`config.mk`:
```
export PLATFORM = sky130hd
export DESIGN_NAME = pulser_gate_decoder
export DESIGN_NICKNAME = d
export VERILOG_FILES = /design/src/rtl/pgd_pkg.sv /design/src/rtl/pgd_cw_phase.sv /design/src/rtl/pgd_chan_decode.sv /design/src/rtl/pgd_gate_reg.sv /design/src/rtl/pulser_gate_decoder.sv
export SDC_FILE = /design/constraint.sdc
export NUM_CORES = 1
export LEC_CHECK = 0
export BUFFER_PORTS_ARGS = -buffer_cell sky130_fd_sc_hd__buf_2
export CAP_MARGIN = 20
export CORE_MARGIN = 2
export CORE_UTILIZATION = 45
export CTS_BUF_LIST = sky130_fd_sc_hd__clkbuf_4 sky130_fd_sc_hd__clkbuf_8
export DETAILED_ROUTE_END_ITERATION = 7
export GPL_ROUTABILITY_DRIVEN = 0
export PLACE_DENSITY = 0.77
export SLEW_MARGIN = 20
export SYNTH_ARGS = -nofsm -noshare
export SYNTH_HDL_FRONTEND = slang
export SYNTH_HIERARCHICAL = 1
export SYNTH_SLANG_ARGS = --single-unit
```
`constraint.sdc`:
```
create_clock -name clk -period 3.46 [get_ports clk]
set_input_delay 0.173 -clock clk [delete_from_list [all_inputs] [get_ports clk]]
set_output_delay 0.173 -clock clk [all_outputs]
set_load 0.02 [all_outputs]
```
`src/rtl/pgd_pkg.sv`:
```
// Shared types for the pulser gate state decoder.
// Assumes: four output states, encoded in two bits.
package pgd_pkg;
    typedef enum logic [1:0] {
        GS_HIZ  = 2'd0,
        GS_HIGH = 2'd1,
        GS_LOW  = 2'd2,
        GS_RTZ  = 2'd3
    } gate_state_e;
endpackage

```
`src/rtl/pgd_cw_phase.sv`:
```
// Continuous-wave phase: halves the divided-clock strobe.
// Assumes: div_tick is a one-cycle pulse; the phase is held at 0 outside CW mode.
module pgd_cw_phase (
    input  logic clk,
    input  logic rst_n,
    input  logic cw_mode,
    input  logic div_tick,
    output logic phase
);
    // Toggle on each strobe in CW mode, clear otherwise.
    always_ff @(posedge clk) begin
        if (!rst_n || !cw_mode)
            phase <= 1'b0;
        else if (div_tick)
            phase <= ~phase;
    end
endmodule

```
`src/rtl/pgd_chan_decode.sv`:
```
// Per-channel state selection from mode controls and the pattern bit pair.
// Assumes: purely combinational; the caller registers the result.
module pgd_chan_decode
    import pgd_pkg::*;
(
    input  logic        en,
    input  logic        inv,
    input  logic        cw_mode,
    input  logic        active,
    input  logic        p_bit,
    input  logic        n_bit,
    input  logic        is_off,
    input  logic        cw_phase,
    output gate_state_e state
);
    // Priority: disable, CW override, idle damping, pattern decode.
    always_comb begin
        state = GS_HIZ;
        if (!en) begin
            state = GS_HIZ;
        end else if (cw_mode) begin
            if (is_off)
                state = GS_HIZ;
            else
                state = cw_phase ? GS_HIGH : GS_LOW;
        end else if (!active) begin
            state = GS_RTZ;
        end else begin
            unique case ({p_bit, n_bit})
                2'b00: state = GS_RTZ;
                2'b10: state = inv ? GS_LOW : GS_HIGH;
                2'b01: state = inv ? GS_HIGH : GS_LOW;
                default: state = GS_HIZ;
            endcase
        end
    end
endmodule

```
`src/rtl/pgd_gate_reg.sv`:
```
// Registers a channel state into three gate enables.
// Assumes: at most one enable follows from any state; reset opens all switches.
module pgd_gate_reg
    import pgd_pkg::*;
(
    input  logic        clk,
    input  logic        rst_n,
    input  gate_state_e state,
    output logic        hi_en,
    output logic        lo_en,
    output logic        rtz_en
);
    // Expand the state into registered switch enables.
    always_ff @(posedge clk) begin
        if (!rst_n) begin
            hi_en  <= 1'b0;
            lo_en  <= 1'b0;
            rtz_en <= 1'b0;
        end else begin
            hi_en  <= (state == GS_HIGH);
            lo_en  <= (state == GS_LOW);
            rtz_en <= (state == GS_RTZ);
        end
    end
endmodule

```
`src/rtl/pulser_gate_decoder.sv`:
```
// Top: NCH channels of gate state decoding sharing one CW phase.
// Assumes: all inputs are synchronous to clk; outputs lag inputs by one clock.
module pulser_gate_decoder
    import pgd_pkg::*;
#(
    parameter int NCH = 8
) (
    input  logic           clk,
    input  logic           rst_n,
    input  logic           en,
    input  logic           inv,
    input  logic           cw_mode,
    input  logic           div_tick,
    input  logic           active,
    input  logic [NCH-1:0] p_bits,
    input  logic [NCH-1:0] n_bits,
    input  logic [NCH-1:0] chan_off,
    output logic [NCH-1:0] hi_gate,
    output logic [NCH-1:0] lo_gate,
    output logic [NCH-1:0] rtz_gate
);
    logic cw_phase;

    pgd_cw_phase u_phase (
        .clk      (clk),
        .rst_n    (rst_n),
        .cw_mode  (cw_mode),
        .div_tick (div_tick),
        .phase    (cw_phase)
    );

    for (genvar ch = 0; ch < NCH; ch++) begin : g_chan
        gate_state_e st;

        pgd_chan_decode u_dec (
            .en       (en),
            .inv      (inv),
            .cw_mode  (cw_mode),
            .active   (active),
            .p_bit    (p_bits[ch]),
            .n_bit    (n_bits[ch]),
            .is_off   (chan_off[ch]),
            .cw_phase (cw_phase),
            .state    (st)
        );

        pgd_gate_reg u_reg (
            .clk    (clk),
            .rst_n  (rst_n),
            .state  (st),
            .hi_en  (hi_gate[ch]),
            .lo_en  (lo_gate[ch]),
            .rtz_en (rtz_gate[ch])
        );
    end
endmodule

```
## Yosys cells after proc, flatten, opt, wreduce, memory -nomap -nowiden

Cells that the tools add are included.

| storage, ports and cells | value |
|---|---|
| bits in writable memories | 0 |
| latch bits | 0 |
| bits in registers | 25 |
| memory bits (read-only) | 0 |
| output and inout bits | 24 |
| bits of input ports | 31 |
| memories kept | 0 |
| word-level logic and storage cells | 120 |

| operators by class | value |
|---|---|
| mux-type cells | 43 |
| equal/unequal tests | 40 |
| reduce and logical (&&, ||, !) cells | 11 |
| multipliers | 0 |
| add/subtract/negate cells | 0 |
| magnitude comparators | 0 |
| divide/modulo/power cells | 0 |
| bitwise logic cells | 1 |
| shifts and indexed selects | 0 |

Operators with widths:

| cell | count |
|---|---|
| two-way mux 2 bit | 35 |
| equality test 2 bit, second input constant | 24 |
| one-hot mux 2 bit (3 select lines) | 8 |
| equality test 2 x 1 -> 1 bit, second input constant | 16 |
| logical NOT 2 bit | 8 |
| logical NOT 1 bit | 2 |
| logical OR 1 bit | 1 |
| NOT 1 bit | 1 |

## Logic depth before layout (Yosys ltp)

Gate-level depths: netlist (run 1).

| depth | value |
|---|---|
| word-level depth | 6 |
| mapped depth | 3 |

## Modules after synthesis

The synthesis (run 1) kept the hierarchy.

Modules (own cells, without submodules):

| module | area each (µm²) | instances | seq. area each (µm²) | cells an instance |
|---|---|---|---|---|
| pgd_gate_reg | 85.1 | 8 | 60.1 | 6 |
| pgd_chan_decode | 80.1 | 8 | 0.0 | 8 |
| pgd_cw_phase | 35.0 | 1 | 20.0 | 3 |

## Worst setup path after synthesis (run 1)

Ideal clock, no wire load.

| timing | value |
|---|---|
| path kind | register to register |
| from | register u_phase.phase |
| to | register g_chan[0].u_reg.lo_en |
| stages on the path, launching flop included | 4 |
| arrival time | 1.103 ns |
| period minus slack after synthesis | 1.218 ns |
| path slack | 2.242 ns |
| required time | 3.345 ns |
| setup time | 0.115 ns |
| buffers on the path | 0 |
| cell sequence | dfxtp_1 > nand2b_1 > a221oi_2 > and3b_1 |

| between the ends | value |
|---|---|
| longest elaborated chain between the ends | 5 |

RTL lines:

| what | RTL line | RTL |
|---|---|---|
| start: declaration | pgd_cw_phase.sv:8 | `output logic phase` |
| start signal: assignment | pgd_cw_phase.sv:15 | `phase <= ~phase;` |
| two-way mux 2 bit | pgd_chan_decode.sv:25 | `state = cw_phase ? GS_HIGH : GS_LOW;` |
| two-way mux 2 bit | pgd_chan_decode.sv:22 | `if (is_off)` |
| two-way mux 2 bit | pgd_chan_decode.sv:21 | `end else if (cw_mode) begin` |
| two-way mux 2 bit | pgd_chan_decode.sv:19 | `if (!en) begin` |
| named net g_chan[0].st[0] | pulser_gate_decoder.sv:33 | `gate_state_e st;` |
| equality test 2 bit | pgd_gate_reg.sv:21 | `lo_en <= (state == GS_LOW);` |
| end signal: assignment | pgd_gate_reg.sv:21 |  |
| end: declaration | pgd_gate_reg.sv:10 | `output logic lo_en,` |

The timed path passes the listed nets, and every way through them passes these cells.
A chain may end at the register's enable or synchronous reset.

## Final worst setup path (run 1)

| timing | value |
|---|---|
| from | register u_phase.phase |
| to | register g_chan[4].u_reg.lo_en |

| between the ends | value |
|---|---|
| longest elaborated chain between the ends | 5 |

RTL lines:

| what | RTL line |
|---|---|
| two-way mux 2 bit | pgd_chan_decode.sv:25 |
| two-way mux 2 bit | pgd_chan_decode.sv:22 |
| two-way mux 2 bit | pgd_chan_decode.sv:21 |
| two-way mux 2 bit | pgd_chan_decode.sv:19 |
| named net g_chan[4].st[0] | pulser_gate_decoder.sv:33 |
| equality test 2 bit | pgd_gate_reg.sv:21 |
| end signal: assignment | pgd_gate_reg.sv:21 |
| end: declaration | pgd_gate_reg.sv:10 |

The timed path passes the listed nets, and every way through them passes these cells.

==> results.txt, run 1 <==
----------------------------------------------------
[Outcome]
  Outcome ... finished with violations
  Failing checks ... design-rule violations

[Die]
  Chip width ... 58.9 um
  Boundary pin count ... 55
  Die outline area ... ~3500 um2
  Initial standard-cell utilization of the core ... 48.3%
  Row count ... 19
  CORE AREA ... 2810 um2
  Vertical die dimension ... between 50 and 60 um

[Worst setup path]
  Worst setup SP type ... register
  Required time of the critical path ... roughly 3.7 ns
  End point of the critical path ... g_chan[4].u_reg/lo_en$_SDFF_PN0_
  R2r setup slk ... a little under 2 ns
  Critical-path maximum fanout ... 17
  Endpoint of the lowest-slack register-to-register path ... g_chan[4].u_reg/lo_en$_SDFF_PN0_
  Kind of critical path ... reg2reg
  Type of destination of the critical path ... register
  Endpoint arrival time on the critical path ... 1.72 ns
  R2r worst-path depth ... 3
  Start point of the critical path ... u_phase/phase$_SDFFE_PP0P_
  Origin of the critical flop-to-flop path ... u_phase/phase$_SDFFE_PP0P_

[Clock network]
  Maximum clock path buffer count ... 2
  H-Tree Level Count ... 1
  CTS-repair resized insts ... 0
  Worst-path clk slew ... between 0.1 and 0.15 ns
  Clock latency on the worst-skew pair ... 0.31 ns
  Number of buffers added by the clock tree synthesis step ... 3
  Number of sinks on the clock net ... 25
  Clk Tree Root Cell ... clkbuf_4
  CTS Hold Bufs ... 0
  Number of buffers inserted to repair setup after CTS ... 0
  CTS tree ... built

[Detailed routing]
  Final routed wire length divided by cell count ... 13.8 um
  Routed length on met3 ... slightly above 200 um
  Wire length on met1 ... 1190 um
  DRT Wirelength ... approximately 2800 um
  Met2 wire length ... 1390 um
  Detailed-routing iteration count for the pre-antenna-repair pass ... 6
  Residual antenna-violating net count after detailed routing ... 0
  DRT iter0 DRCs ... 22
  Vias per inst ... 5.34
  Highest routed metal layer ... met4
  Remaining DRCs ... 3
  Routed vias ... 1090

[Logic synthesis]
  Count of distinct cell types in the synthesized netlist ... 13
  Mean instance size in the synthesized netlist ... 11.8 um2
  Netlist area before placement ... 1360 um2
  Cells after Synth ... 115
  Number of warnings reported in the yosys synthesis log ... 6
  Nets in the synthesized netlist ... 146
  Seq/Total Area, Yosys ... around 37%
  FF+latch count, synth ... 25

[Global route]
  Global-route wire length before repair ... ~4500 um
  Antenna violations before repair ... 0
  Overall Global Routing Usage ... 16.7%
  Total congestion overflow ... 0
  Pin count of the biggest net entering global routing ... 26
  Vias in the first global route ... 1060

[Timing]
  Setup slack after layout ... about 2.0 ns
  Period Utilization, post-route ... 43.3%
  Min cycle time layout ... 1.50 ns
  Headroom to the max-slew limit ... 58.3%
  Post-Route Skew ... 0.00688 ns
  Final Slew Violations ... 0
  Final-report setup violation count ... 0
  Setup TNS Final ... 0 ns
  Maximum operating frequency ... about 670 MHz
  Transition time at the pin with the least slew margin ... 0.625 ns
  Final number of hold-violating endpoints ... 0
  Unrepaired setup endpoints after global routing ... no

[Power]
  P_leak ... 0.883 nW
  Int Power ... ~0.42 mW
  Worst voltage drop across the vdd grid ... 0.151 mV
  Fraction of power consumed by combinational cells ... 23.5%
  Switching component of the power ... 0.157 mW
  Total power per unit cell area ... between 300 and 400 nW/um2
  Clock share of power ... 23.6%
  Sequential power share ... 52.9%
  Fraction of power spent switching nets ... 27.2%
  Total Power ... ~0.58 mW

[Final layout]
  Final layout net count ... 205
  Most common cell after layout, fill and taps aside ... buf_2
  Growth of design area from synthesis to finish ... 25.0%
  Count of antenna diodes in the layout ... 0
  Proportion of layout cells with a drive suffix above 1 ... 61.3%
  Filler cell count ... 256
  Most frequent cells in the layout ... buf_2 (54), dfxtp_1 (25), and3b_1 (16)

[Run]
  MaxCap Viol Count ... 0

[Placement]
  HPWL reported at the end of detailed placement ... 2090 um
  Total of buffers placed on input and output ports ... 54
  Post-placement worst setup slack ... between 1.5 and 2 ns

[Hold path]
  Hold path startpoint ... div_tick
  Path class of the lowest-slack min-delay path ... in2reg

----------------------------------------------------
worst max-delay path: stages (launching register included):
cell,delay (ns)
dfxtp_1,0.75
nand2b_1,0.14
a221oi_2,0.30
and3b_1,0.21
power by group through the flow:
stage / sequential [mW] / clock (mW) / combinational (mW)
2_1_floorplan: 0.325 / 0 / 0.0704
3_5_place_dp: 0.311 / 0 / 0.136
3_3_place_gp: 0.310 / 0 / 0.131
6_report: 0.305 / 0.136 / 0.136
5_1_grt: 0.306 / 0.150 / 0.147
4_1_cts: 0.305 / 0.142 / 0.137
kinds of logic (layout without fill, tap and decap cells):
logic type,Yosys count,in the layout,share of synthesized area (%)
flip-flops,25,25,36.9
multiplexers,16,16,15.5
AO/OA/AOI/OAI,24,24,20.7
XOR/XNOR,1,1,0.646
AND/OR/NAND/NOR,41,41,24.1
buffers and inverters,8,66,2.21
Yosys cell counts:
master    instances  area (um2)
and3_1            1        6.26
a221oi_2          8         120
and3b_1          16         140
dfxtp_1          25         500
xor2_1            1        8.76
inv_1             8        30.0
mux2_2            8        90.1
a211oi_2          8         100
o21a_1            8        60.1
and2b_2           8        70.1
mux2_4            8         120
and3_2            8        60.1
nand2b_1          8        50.1
worst min-delay path by stage:
| stage | cells past startpoint | endpoint |
|---|---|---|
| after global placement | 3 | u_phase/phase$_SDFFE_PP0P_ |
| final | 3 | u_phase/phase$_SDFFE_PP0P_ |
| after CTS | 3 | u_phase/phase$_SDFFE_PP0P_ |
| after global routing | 3 | u_phase/phase$_SDFFE_PP0P_ |
| after floorplan | 1 | u_phase/phase$_SDFFE_PP0P_ |
| after detailed placement | 3 | u_phase/phase$_SDFFE_PP0P_ |
per-stage QoR:
stage               hold WS (ns)  instances  utilization (%)  instance area [um2]
floorplan                  0.319        115                -                 1360
global placement           0.531        200             59.4                 1670
detailed placement         0.538        200             59.4                 1670
CTS                        0.187        204             60.4                 1700
global route               0.190        204             60.4                 1700
finish                     0.198        204             60.4                 1700
state kept, by name, indices dropped and copies added (netlist names):
signal,flops
g_chan.u_reg/lo_en,8
u_phase/phase,1
g_chan.u_reg/rtz_en,8
g_chan.u_reg/hi_en,8
per-layer routing:
layer	vias up	global-route usage (%)
met2	38	30.3
li1	547	-
met4	0	5.84
met5	-	0
met1	503	19.9
met3	2	2.42
final cells by class:
class | instances | area, um2 | share of cell area, %
Multi-Input combinational cell | 82 | 826 | 48.7
Sequential cell | 25 | 500 | 29.5
Timing Repair Buffer | 54 | 270 | 15.9
Tap cell | 31 | 38.8 | 2.29
Clock buffer | 4 | 30.0 | 1.77
Inverter | 8 | 30.0 | 1.77
(Power assumes the default switching activity.)
==> run 2, diff against run 1 <==
==> constraint.sdc (replaced) <==
create_clock -name clk -period 1.55 [get_ports clk]
set_input_delay 0.0775 -clock clk [delete_from_list [all_inputs] [get_ports clk]]
set_output_delay 0.0775 -clock clk [all_outputs]
set_load 0.02 [all_outputs]
==> run 2 against run 1 <==
Compared with the run above:
- the run still ends with design-rule violations left
- critical endpoint is now g_chan[7].u_reg/lo_en$_SDFF_PN0_
- wire length up 3.9%
- combinational power up 130%
- first-iteration DRC count down 9.1%
- worst hold slack worse by 0.11 ns
==> results.txt, run 2 (same netlist as run 1, synthesis figures left out) <==
----------------------------------------------------
[Outcome]
  Outcome ... finished with violations
  Failing checks ... design-rule violations

[Final layout]
  Filler cell count ... 238
  Count of antenna diodes in the layout ... 0
  Non-filler cells in the finished layout ... 206
  Post-Route Utilization ... 61.4%
  Top flop regs ... g_chan.u_reg/hi_en: 8 flops, g_chan.u_reg/lo_en: 8 flops, g_chan.u_reg/rtz_en: 8 flops
  Most common cell after layout, fill and taps aside ... buf_2
  Growth of design area from synthesis to finish ... 26.9%
  Final layout net count ... 207
  Most frequent cells in the layout ... buf_2 (54), dfxtp_1 (24), and3b_1 (16)
  Proportion of layout cells with a drive suffix above 1 ... between 60 and 70%

[Timing]
  Transition time at the pin with the least slew margin ... ~0.41 ns
  Setup TNS Final ... 0 ns
  Maximum operating frequency ... 798 MHz
  Post-Route Skew ... 0.0113 ns
  Min cycle time layout ... 1.25 ns
  Final Slew Violations ... 0
  Final-report setup violation count ... 0
  Final number of hold-violating endpoints ... 0
  Headroom to the max-slew limit ... approximately 73%
  Unrepaired setup endpoints after global routing ... no
  Period Utilization, post-route ... 80.9%

[Detailed routing]
  Vias per inst ... 5.46
  Remaining DRCs ... 3
  DRT iter0 DRCs ... 20
  Routed vias ... roughly 1100
  DRT Wirelength ... 2920 um
  Detailed-routing iteration count for the pre-antenna-repair pass ... 6
  Residual antenna-violating net count after detailed routing ... 0
  Final routed wire length divided by cell count ... ~14 um

[Clock network]
  CTS Hold Bufs ... 0
  Number of sinks on the clock net ... 25
  CTS tree ... built
  CTS-repair resized insts ... 0
  Clock latency on the worst-skew pair ... 0.32 ns
  Maximum clock path buffer count ... 2
  H-Tree Level Count ... 1
  Worst-path clk slew ... between 0.1 and 0.15 ns
  Clk Tree Root Cell ... clkbuf_4
  Number of buffers inserted to repair setup after CTS ... 0
  Number of buffers added by the clock tree synthesis step ... 3

[Worst setup path]
  Critical-path maximum fanout ... 17
  Worst setup SP type ... register
  Endpoint arrival time on the critical path ... around 1.5 ns
  WP buf/inv ... 0
  Largest delay contributor family on the critical path ... flip-flops
  Kind of critical path ... reg2reg
  Count of cell instances traversed by the critical path ... 3
  Standard cell with the maximum stage delay on the critical path ... dfxtp_2
  Required time of the critical path ... 1.78 ns
  Start point of the critical path ... u_phase/phase$_SDFFE_PP0P_
  Origin of the critical flop-to-flop path ... u_phase/phase$_SDFFE_PP0P_
  R2r worst-path depth ... 3
  Type of destination of the critical path ... register
  Crit-path max cell delay ... 0.55 ns
  Critical path cell sequence ... nand2b_1, a221oi_2, and3b_1

[Die]
  Vertical die dimension ... 58.9 um
  Boundary pin count ... 55
  Initial standard-cell utilization of the core ... 48.3%
  Die outline area ... 3470 um2
  CORE AREA ... 2810 um2
  Row count ... 19
  Chip width ... 58.9 um

[Hold path]
  Cell depth of the worst hold path ... 3
  Path class of the lowest-slack min-delay path ... in2reg
  Hold path startpoint ... div_tick

[Global route]
  Vias in the first global route ... 1086
  Total congestion overflow ... 0
  Pin count of the biggest net entering global routing ... 26
  Global-route wire length before repair ... between 4000 and 5000 um
  Antenna violations before repair ... 0
  Overall Global Routing Usage ... 17.5%

[Power]
  Worst voltage drop across the vdd grid ... 0.344 mV
  P_leak ... 0.897 nW
  Total power per unit cell area ... 748 nW/um2

[Run]
  MaxCap Viol Count ... 0

[Placement]
  HPWL reported at the end of detailed placement ... 2230 um
  Number of placed cells counting well taps ... 202
  Total of buffers placed on input and output ports ... 54

----------------------------------------------------
-- run 2: cell count changes in the layout (fill, tap and decap cells not counted) --
cell	change
clkbuf_4	-1
dfxtp_1	-1
buf_4	+1
buf_12	+1
clkinv_2	+1
dfxtp_2	+1
-- run 2: path summary, 6_finish.rpt --
path              slack, ns                          endpoint
setup reg to reg       0.30  g_chan[7].u_reg/lo_en$_SDFF_PN0_
hold / removal         0.09        u_phase/phase$_SDFFE_PP0P_
setup / recovery       0.30  g_chan[7].u_reg/lo_en$_SDFF_PN0_
hold reg to reg        0.80        u_phase/phase$_SDFFE_PP0P_
-- run 2: power by group --
part	internal, mW	switching [mW]	leakage (nW)
sequential	0.668	0.0121	0.204
combinational	0.157	0.157	0.675
clock	0.0967	0.197	0.0177
total	0.922	0.366	0.897
-- run 2: metrics by stage --
step	power (mW)	hold slack, ns	area [um2]	setup WS, ns
floorplan	0.882	0.223	1360	0.332
global placement	0.995	0.436	1690	0.180
detailed placement	1.01	0.447	1690	0.124
CTS	1.31	0.0777	1720	0.0832
global route	1.35	0.0932	1720	0.191
finish	1.29	0.0856	1720	0.297
-- run 2: final cells by class --
cell class	instances	area [um2]	share of cell area, %
multi-input combinational	82	826	48.0
sequential	25	502	29.1
timing repair buffer	56	298	17.3
tap	31	38.8	2.25
inverter	8	30.0	1.74
clock buffer	3	22.5	1.31
clock inverter	1	5.00	0.291
-- run 2: worst reg2reg max path, delay by kind of cell, from the launching register on --
family             cells  cell delay (ns)
AOI/OAI and AO/OA      1             0.27
DFF                    1             0.55
and+or+nand+nor        2             0.32
-- run 2: per-layer routing --
metal | GRT usage [%] | routed length, um
met5 | 0 | 0
met4 | 7.79 | 41
met3 | 1.76 | 170
met2 | 32.4 | 1460
met1 | 20.0 | 1250
==> run 3, diff against run 2 <==
==> constraint.sdc (replaced) <==
create_clock -name clk -period 1.3 [get_ports clk]
set_input_delay 0.065 -clock clk [delete_from_list [all_inputs] [get_ports clk]]
set_output_delay 0.065 -clock clk [all_outputs]
set_load 0.02 [all_outputs]
==> run 3 against run 2 <==
Compared with the run above:
- first-iteration DRC count is 65% higher
- global-route usage grew 0.40 points
- combinational power is 26% higher
- the flow still finishes with violations (design-rule violations)
- highest routed layer unchanged
- non-clock buffer count up 5
- clock skew decreased by 0.0080 ns
- via count barely moved
- total power rose by 20%
- wire length increased by 2.8%
- critical path depth rose by 1
- critical endpoint is now g_chan[4].u_reg/hi_en$_SDFF_PN0_
- clock power increased by 18%
- final cell count is 2.4% higher
==> results.txt, run 3 (same netlist as run 1, synthesis figures left out) <==
----------------------------------------------------
[Outcome]
  Outcome ... finished with violations
  Failing checks ... design-rule violations

[Timing]
  Maximum operating frequency ... 813 MHz
  Final hold slack ... 0.106 ns
  Final Slew Violations ... 0
  Final-report setup violation count ... 0
  Min cycle time layout ... about 1.2 ns
  Setup TNS Final ... 0 ns
  Unrepaired setup endpoints after global routing ... no
  Period Utilization, post-route ... 94.6%
  Transition time at the pin with the least slew margin ... 0.345 ns
  Post-Route Skew ... 0.00327 ns
  Headroom to the max-slew limit ... 77.0%
  Final number of hold-violating endpoints ... 0
  Setup slack after layout ... 0.0703 ns

[Final layout]
  Summed area of non-filler cells in the final layout ... 1760 um2
  Growth of design area from synthesis to finish ... 29.6%
  Most common cell after layout, fill and taps aside ... buf_2
  Proportion of layout cells with a drive suffix above 1 ... about 63%
  Count of antenna diodes in the layout ... 0
  Most frequent cells in the layout ... buf_2 (54), dfxtp_1 (25), and3b_1 (16)
  Filler cell count ... 252
  Area taken by multi-input logic gates ... 826 um2
  Final layout net count ... 212
  Area used by sequential logic in the layout ... 500 um2
  Top flop regs ... g_chan.u_reg/hi_en: 8 flops, g_chan.u_reg/lo_en: 8 flops, g_chan.u_reg/rtz_en: 8 flops

[Run]
  MaxCap Viol Count ... 0

[Worst setup path]
  WP buf/inv ... 1
  Largest delay contributor family on the critical path ... compound AO/OA/AOI/OAI gates
  Kind of critical path ... reg2reg
  Origin of the critical flop-to-flop path ... u_phase/phase$_SDFFE_PP0P_
  Start point of the critical path ... u_phase/phase$_SDFFE_PP0P_
  Critical-path maximum fanout ... 11
  Standard cell with the maximum stage delay on the critical path ... dfxtp_1
  Worst setup SP type ... register
  Crit-path max cell delay ... 0.34 ns
  Endpoint arrival time on the critical path ... 1.46 ns
  Type of destination of the critical path ... register
  Critical path cell sequence ... buf_4, o21a_1, a211oi_2, and3b_1
  Required time of the critical path ... ~1.5 ns

[Clock network]
  Number of buffers added by the clock tree synthesis step ... 3
  Clk Tree Root Cell ... clkbuf_4
  Number of sinks on the clock net ... 25
  Clock latency on the worst-skew pair ... 0.31 ns
  Number of buffers inserted to repair setup after CTS ... 0
  CTS tree ... built
  Maximum clock path buffer count ... 2
  CTS Hold Bufs ... 0
  CTS-repair resized insts ... 0
  Worst-path clk slew ... about 0.14 ns
  H-Tree Level Count ... 1

[Detailed routing]
  DRT Wirelength ... about 3000 um
  Routed vias ... 1123
  Residual antenna-violating net count after detailed routing ... 0
  Remaining DRCs ... 3
  Vias per inst ... ~5.3
  Final routed wire length divided by cell count ... 14.2 um
  Detailed-routing iteration count for the pre-antenna-repair pass ... 8
  DRT iter0 DRCs ... 33

[Die]
  Chip width ... 58.9 um
  CORE AREA ... around 2800 um2
  Initial standard-cell utilization of the core ... 48.3%
  Boundary pin count ... between 50 and 60
  Die outline area ... 3470 um2
  Row count ... 19
  Vertical die dimension ... 58.9 um

[Power]
  Total Power ... 1.55 mW
  Worst voltage drop across the vdd grid ... roughly 0.44 mV
  Total power per unit cell area ... 880 nW/um2
  P_leak ... 0.921 nW

[Placement]
  HPWL reported at the end of detailed placement ... 2290 um
  Post-placement worst setup slack ... -0.000329 ns
  Dpl cell area ... 1730 um2
  Total of buffers placed on input and output ports ... 54

[Global route]
  Overall Global Routing Usage ... 17.9%
  Total congestion overflow ... 0
  Pin count of the biggest net entering global routing ... 26
  Global-route wire length before repair ... 4730 um
  Vias in the first global route ... 1059
  Antenna violations before repair ... 0

[Hold path]
  Path class of the lowest-slack min-delay path ... in2reg
  Hold path startpoint ... div_tick

----------------------------------------------------
==> run 3: cell types whose count changed in the layout (fill, tap and decap cells not counted) <==
| cell | change |
|---|---|
| dfxtp_1 | +1 |
| dfxtp_2 | -1 |
| buf_4 | +5 |
==> run 3: final timing paths <==
kind              depth (start not counted)  slack (ns)                                end
setup / recovery                          4        0.07   g_chan[4].u_reg/hi_en$_SDFF_PN0_
hold / removal                            3        0.11         u_phase/phase$_SDFFE_PP0P_
setup reg to reg                          4        0.07   g_chan[4].u_reg/hi_en$_SDFF_PN0_
hold reg to reg                           4        0.84  g_chan[0].u_reg/rtz_en$_SDFF_PN0_
==> run 3: report_power, final <==
group	switching, mW	internal (mW)	leakage (nW)
Clock	0.233	0.115	0.0177
Combinational	0.198	0.196	0.700
Sequential	0.00678	0.797	0.204
Total	0.438	1.11	0.921
==> run 3: area by class of cell <==
| type | instances | share of cell area [%] |
|---|---|---|
| clock buffers | 3 | 1.28 |
| clock inverters | 1 | 0.285 |
| inverters | 8 | 1.71 |
| multi-input cells | 82 | 47.0 |
| flip-flops and latches | 25 | 28.5 |
| well taps | 31 | 2.21 |
| repair buffers | 61 | 19.1 |
==> run 3: through the flow <==
stage | utilization, % | instances
2_1_floorplan | - | 115
3_3_place_gp | 61.7 | 207
3_5_place_dp | 61.7 | 207
4_1_cts | 62.7 | 211
5_1_grt | 62.7 | 211
6_report | 62.7 | 211
==> run 3: worst min-delay path, cell delays in order <==
cell and delay (ns):
buf_2 0.09, xor2_1 0.06, and3_1 0.17
==> run 3: per-layer routing <==
metal	vias up	wire, um	track usage, %
met5	-	0	0
met2	40	1530	31.6
met1	517	1230	21.8
li1	564	-	-
met4	0	30	5.84
met3	2	213	3.08
